--- src/rtl/sflash_front.sv ---
module sflash_front #(
  parameter int ADDR_W = 24,
  parameter logic [7:0] OP_READ  = 8'h03,
  parameter logic [7:0] OP_PROG  = 8'h02,
  parameter logic [7:0] OP_ERASE = 8'hD8
) (
  input  logic              clk,
  input  logic              rst_n,
  input  logic              cs_n,
  input  logic              sck,
  input  logic              si,
  input  logic              hold_n,
  input  logic              wp_n,
  input  logic [2:0]        bp,
  input  logic              array_busy,
  input  logic [7:0]        rd_data,
  output logic              so,
  output logic              so_oe,
  output logic              mem_rd,
  output logic              mem_wr,
  output logic [ADDR_W-1:0] mem_addr,
  output logic [7:0]        wr_data,
  output logic              erase_req,
  output logic              reject,
  output logic              standby
);
  localparam int CW = $clog2(ADDR_W);
  localparam logic [CW-1:0] LAST_BIT  = CW'(7);
  localparam logic [CW-1:0] LAST_ADDR = CW'(ADDR_W - 1);

  typedef enum logic [1:0] {P_OP, P_ADDR, P_DATA, P_IGN} phase_t;

  logic s_cs_n, p_cs_n, s_sck, p_sck, s_si, s_hold_n, s_wp_n;
  logic armed, out_on, so_q;
  phase_t phase;
  logic [CW-1:0] cnt;
  logic [7:0] op, rd_byte;
  logic [6:0] osh;
  logic [2:0] ocnt;
  logic [ADDR_W-1:0] sh, next_sh;

  function automatic logic in_region(input logic [ADDR_W-1:0] a, input logic [2:0] f);
    logic [ADDR_W-1:0] lim;
    if (f == 3'd0) return 1'b0;
    if (f == 3'd7) return 1'b1;
    lim = ~({ADDR_W{1'b1}} >> (7 - f));
    return (a & lim) == lim;
  endfunction

  function automatic logic known_op(input logic [7:0] o);
    return (o == OP_READ) || (o == OP_PROG) || (o == OP_ERASE);
  endfunction

  wire held    = !s_hold_n && !s_cs_n;
  wire live    = armed && !s_cs_n && !held;
  wire rise    = live && s_sck && !p_sck;
  wire fall    = live && !s_sck && p_sck;
  wire cs_fall = !s_cs_n && p_cs_n;
  wire blocked = !s_wp_n && in_region(next_sh, bp);

  assign next_sh = {sh[ADDR_W-2:0], s_si};
  assign so      = so_q;
  assign so_oe   = live && out_on && (phase == P_DATA);
  assign standby = s_cs_n && !array_busy;

  always_ff @(posedge clk or negedge rst_n) begin
    if (!rst_n) begin
      s_cs_n <= 1'b0; p_cs_n <= 1'b0;
      s_sck <= 1'b0;  p_sck <= 1'b0;
      s_si <= 1'b0;   s_hold_n <= 1'b1; s_wp_n <= 1'b1;
      armed <= 1'b0;  out_on <= 1'b0;   so_q <= 1'b0;
      phase <= P_OP;  cnt <= '0;        op <= '0;
      sh <= '0;       osh <= '0;        ocnt <= '0;
      rd_byte <= '0;  mem_addr <= '0;   wr_data <= '0;
      mem_rd <= 1'b0; mem_wr <= 1'b0;   erase_req <= 1'b0; reject <= 1'b0;
    end else begin
      s_cs_n <= cs_n;   p_cs_n <= s_cs_n;
      s_sck <= sck;     p_sck <= s_sck;
      s_si <= si;       s_hold_n <= hold_n; s_wp_n <= wp_n;
      mem_rd <= 1'b0; mem_wr <= 1'b0; erase_req <= 1'b0; reject <= 1'b0;
      if (mem_rd) rd_byte <= rd_data;
      if (mem_wr) mem_addr <= mem_addr + 1'b1;
      if (cs_fall) armed <= 1'b1;
      if (s_cs_n) begin
        phase <= P_OP; cnt <= '0; out_on <= 1'b0; ocnt <= '0;
      end else if (rise) begin
        case (phase)
          P_OP: begin
            sh <= next_sh;
            cnt <= cnt + 1'b1;
            if (cnt == LAST_BIT) begin
              cnt <= '0;
              op <= next_sh[7:0];
              phase <= known_op(next_sh[7:0]) ? P_ADDR : P_IGN;
            end
          end
          P_ADDR: begin
            sh <= next_sh;
            cnt <= cnt + 1'b1;
            if (cnt == LAST_ADDR) begin
              cnt <= '0;
              mem_addr <= next_sh;
              if (op == OP_READ) begin
                mem_rd <= 1'b1;
                phase <= P_DATA;
              end else if (blocked) begin
                reject <= 1'b1;
                phase <= P_IGN;
              end else if (op == OP_PROG) begin
                phase <= P_DATA;
              end else begin
                erase_req <= 1'b1;
                phase <= P_IGN;
              end
            end
          end
          P_DATA: begin
            if (op == OP_PROG) begin
              sh <= next_sh;
              cnt <= cnt + 1'b1;
              if (cnt == LAST_BIT) begin
                cnt <= '0;
                mem_wr <= 1'b1;
                wr_data <= next_sh[7:0];
              end
            end
          end
          default: ;
        endcase
      end else if (fall && phase == P_DATA && op == OP_READ) begin
        out_on <= 1'b1;
        ocnt <= ocnt + 1'b1;
        if (ocnt == 3'd0) begin
          so_q <= rd_byte[7];
          osh <= rd_byte[6:0];
          mem_addr <= mem_addr + 1'b1;
          mem_rd <= 1'b1;
        end else begin
          so_q <= osh[6];
          osh <= {osh[5:0], 1'b0};
        end
      end
    end
  end
endmodule


--- config.mk ---
export PLATFORM = sky130hd
export DESIGN_NAME = sflash_front
export DESIGN_NICKNAME = d
export VERILOG_FILES = /design/src/rtl/sflash_front.sv
export SDC_FILE = /design/constraint.sdc
export NUM_CORES = 1
export LEC_CHECK = 0
export BUFFER_PORTS_ARGS = -buffer_cell sky130_fd_sc_hd__buf_2
export CAP_MARGIN = 20
export CELL_PAD_IN_SITES_DETAIL_PLACEMENT = 0
export CELL_PAD_IN_SITES_GLOBAL_PLACEMENT = 1
export CORE_UTILIZATION = 50
export DETAILED_ROUTE_END_ITERATION = 8
export GPL_TIMING_DRIVEN = 1
export PLACE_DENSITY_LB_ADDON = 0.1
export RECOVER_POWER = 50
export SYNTH_ARGS = -nofsm -noshare
export SYNTH_HDL_FRONTEND = slang
export SYNTH_SLANG_ARGS = --single-unit
--- constraint.sdc ---
create_clock -name clk -period 3.45 [get_ports clk]
set_input_delay 0.69 -clock clk [delete_from_list [all_inputs] [get_ports clk]]
set_output_delay 0.69 -clock clk [all_outputs]
set_load 0.01 [all_outputs]
==> key figures <==
Power and ir drop
  • Int Pwr: 1.54 mW
  • Logic pwr share: 0.048
  • P_sw: 0.551 mW
  • P_leak: 2.62 nW
  • Clock group share of total power: 0.348
  • Peak VDD IR: 0.292 mV
  • Sw Share: 0.264
  • Sequential power share: 0.603
  • Pwr Density: 377 nW/µm²

Cells and area
  • FF/Latch Area: 2550 µm²
  • Antenna cells: 0
  • Nets: 520
  • Fill count: 834
  • Share of cells above drive strength 1: 0.279
  • Post-layout util: 0.588
  • Final instance area: 5540 µm²
  • Area delta synth->final: 12.1%
  • Area of the multi-input gates: 2270 µm²

Setup path
  • Data arrival time of the critical path: 2790 ps
  • Worst-path maximum fanout: 66
  • Peak per-stage delay on the critical path: 1170 ps
  • Crit start category: primary input
  • Endpoint type of the worst setup path: asynchronous set/reset pin
  • Setup CP Type: in -> async
  • Worst path bufs/invs: 2
  • Setup slack, reg-to-reg: 1100 ps
  • Critical path data required time: 3790 ps
  • Critical path's top delay family: buffers and inverters
  • Crit path cell chain: clkbuf_2, clkbuf_1
  • CP max stage cell: clkbuf_2

Clock tree
  • CTS Buf Count: 9
  • H-tree depth: 3
  • Postcts setup bufs: 0
  • Max clock buf depth: 2
  • Clock-pin slew on the worst setup and hold paths: 100 ps
  • Post-CTS Resized: 0
  • CTS tree: yes
  • Clk Latency, worst-skew pair: 380 ps
  • Clock Tree Root: clkbuf_8
  • Clock Sinks: 102
  • CTS Hold Bufs: 0

STA
  • Final WS setup: 995 ps
  • FMAX: 407 MHz
  • Post-route clock period utilization: 0.712
  • RSZ-0062 raised after global routing: no
  • Hold Violations, Final: 0
  • Rel. slew slack: -0.106
  • TNS Setup: 0 ps
  • Max-slew violation count: 67
  • Setup Skew: 13.1 ps
  • WHS: 398 ps
  • Endpoints failing setup: 0
  • Fin crit period: 2460 ps
  • Actual slew at the worst max-slew pin: 1660 ps

Global routing
  • Vias in the first global route: 3714
  • Initial antenna violation count: 0
  • First-pass GRT wire length: 18.9 mm
  • GRT overflow: 0
  • All-Layer GR Usage: 0.244
  • Pin count of the biggest net entering global routing: 67

Route
  • Initial drt markers: 130
  • DR pass1 iterations: 4
  • Post-Route WL: 11.4 mm
  • Drc violations: 0
  • Vias per cell: 5.88
  • Total number of vias: 3713
  • WL per Instance: 18.1 µm
  • Remaining antenna violation count after routing: 0

Floorplan
  • Initial Util: 0.525
  • Io pins: 58
  • Site Rows: 35
  • Core area: 9420 µm²
  • Horiz. Die Dim: 101 µm
  • Total die area: 10300 µm²
  • Die H: 101 µm

Yosys
  • Synthesized flop and latch total: 102
  • Simple-gate area share of the yosys netlist: 0.188
  • Synth Area in Compound Gates: 0.123
  • Sequential cell area fraction in the yosys report: 0.517
  • Cells after Synth: 440
  • Top FF cell, synth: dfrtp_1
  • Post-Syn Area: 4940 µm²
  • Async set or reset register ratio after synthesis: 1.00
  • EDFF count, synth: 0
  • Post-Syn Nets: 463
  • Post-Synth Adder-Cell Area: 0.0101
  • Mux share of post-synthesis cell area: 0.126
  • Synthesized-area fraction occupied by xor and xnor cells: 0.00887
  • Combinational family with the most area after synthesis: simple AND/OR/NAND/NOR gates
  • Syn avg cell area: 11.2 µm²
  • Netlist cell types: 64
  • YS warnings: 0

Placed design
  • PortBufs: 57
  • Placed Area: 5360 µm²
  • Place WS: 1140 ps
  • Final HPWL DP: 7.75 mm
  • Gpl congestion: 0.815

Job
  • Max cap viols: 1

Status
  • Status: complete, but fails checks
  • Failing checks: max-capacitance violations, max-slew violations

Hold path
  • HP Class: in -> reg
per-stage QoR:
step	power, mW	instances
2_1_floorplan	1.32	440
3_3_place_gp	1.38	615
3_5_place_dp	1.39	615
4_1_cts	2.11	631
5_1_grt	2.16	631
6_report	2.09	631
kinds of logic after synthesis:
| group | Yosys count |
|---|---|
| simple gates | 163 |
| flops | 102 |
| compound gates | 82 |
| mux | 56 |
| buf+inv | 28 |
| xor+xnor | 5 |
| fa+ha+maj | 4 |
routing by layer:
layer / wire [µm] / global-route usage / vias up / part of all wire
li1: - / - / 1768 / -
met1: 5290 / 0.331 / 1823 / 0.46
met2: 5390 / 0.384 / 104 / 0.47
met3: 539 / 0.0545 / 18 / 0.047
met4: 205 / 0.0970 / 0 / 0.018
met5: 0 / 0 / - / 0
placed cells by master, fill, tap and decap left out, types with 5 or more instances in the layout:
master	synthesis	layout
or4_1	5	5
clkbuf_8	0	9
nand2_1	34	34
or3_1	6	6
o311ai_0	5	5
buf_2	9	52
xnor2_1	5	5
dfrtp_1	100	100
mux2_2	48	48
a31oi_1	8	8
a21oi_1	16	16
clkbuf_1	6	6
o31ai_1	14	14
nand4_1	5	5
and3_1	9	9
nor3_1	10	10
buf_4	3	6
a311oi_1	5	5
nor4b_1	5	5
nand3_1	22	22
inv_1	7	7
nor2_1	36	35
mux2i_1	8	8
area by class of cell:
type	count	share of cell area
flip-flops and latches	102	0.462
multi-input cells	310	0.409
repair buffers	65	0.0601
well taps	129	0.0292
clock buffers	9	0.0224
clock inverters	7	0.0113
inverters	9	0.00610
power groups by stage:
stage | logic (mW) | clock network, mW | registers [mW]
after floorplan | 0.0535 | 0 | 1.26
after global placement | 0.101 | 0 | 1.28
after detailed placement | 0.104 | 0 | 1.28
after CTS | 0.104 | 0.750 | 1.26
after global routing | 0.111 | 0.788 | 1.26
final | 0.100 | 0.727 | 1.26
sequential cells by signal, indices dropped and copies added (netlist names), 2 cells and up:
signal    count
cnt           5
mem_addr     24
ocnt          3
op            8
osh           7
phase         2
rd_byte       8
sh           23
wr_data       8
Yosys cell counts (6+ instances only):
library cell  number  area (µm²)
a31oi_1            8        50.1
dfrtp_1          100        2500
and3_1             9        56.3
clkbuf_1           6        22.5
a21oi_1           16        80.1
mux2_2            48         541
inv_1              7        26.3
nor3_1            10        50.1
mux2i_1            8        80.1
or3_1              6        37.5
nand3_1           22         110
nor2_1            36         135
nand2_1           34         128
o31ai_1           14         105
buf_2              9        45.0
path summary, 6_finish.rpt:
kind	from	to	depth (start not counted)
setup / recovery	rst_n	wr_data[6]	2
setup reg to reg	s_cs_n	cnt[0]	4
hold / removal	hold_n	s_hold_n	1
hold reg to reg	s_sck	p_sck	0
max in group clk	s_cs_n	standby	3
min in group asynchronous	rst_n	mem_addr[23]	1
worst register-to-register path, delay by kind of cell, from the launching register on:
kind            cells  cell delay, ps
compound gates      1             840
simple gates        2             610
flops               1             540
mux                 1             300
No activity file was read; power rests on OpenSTA's default activity.
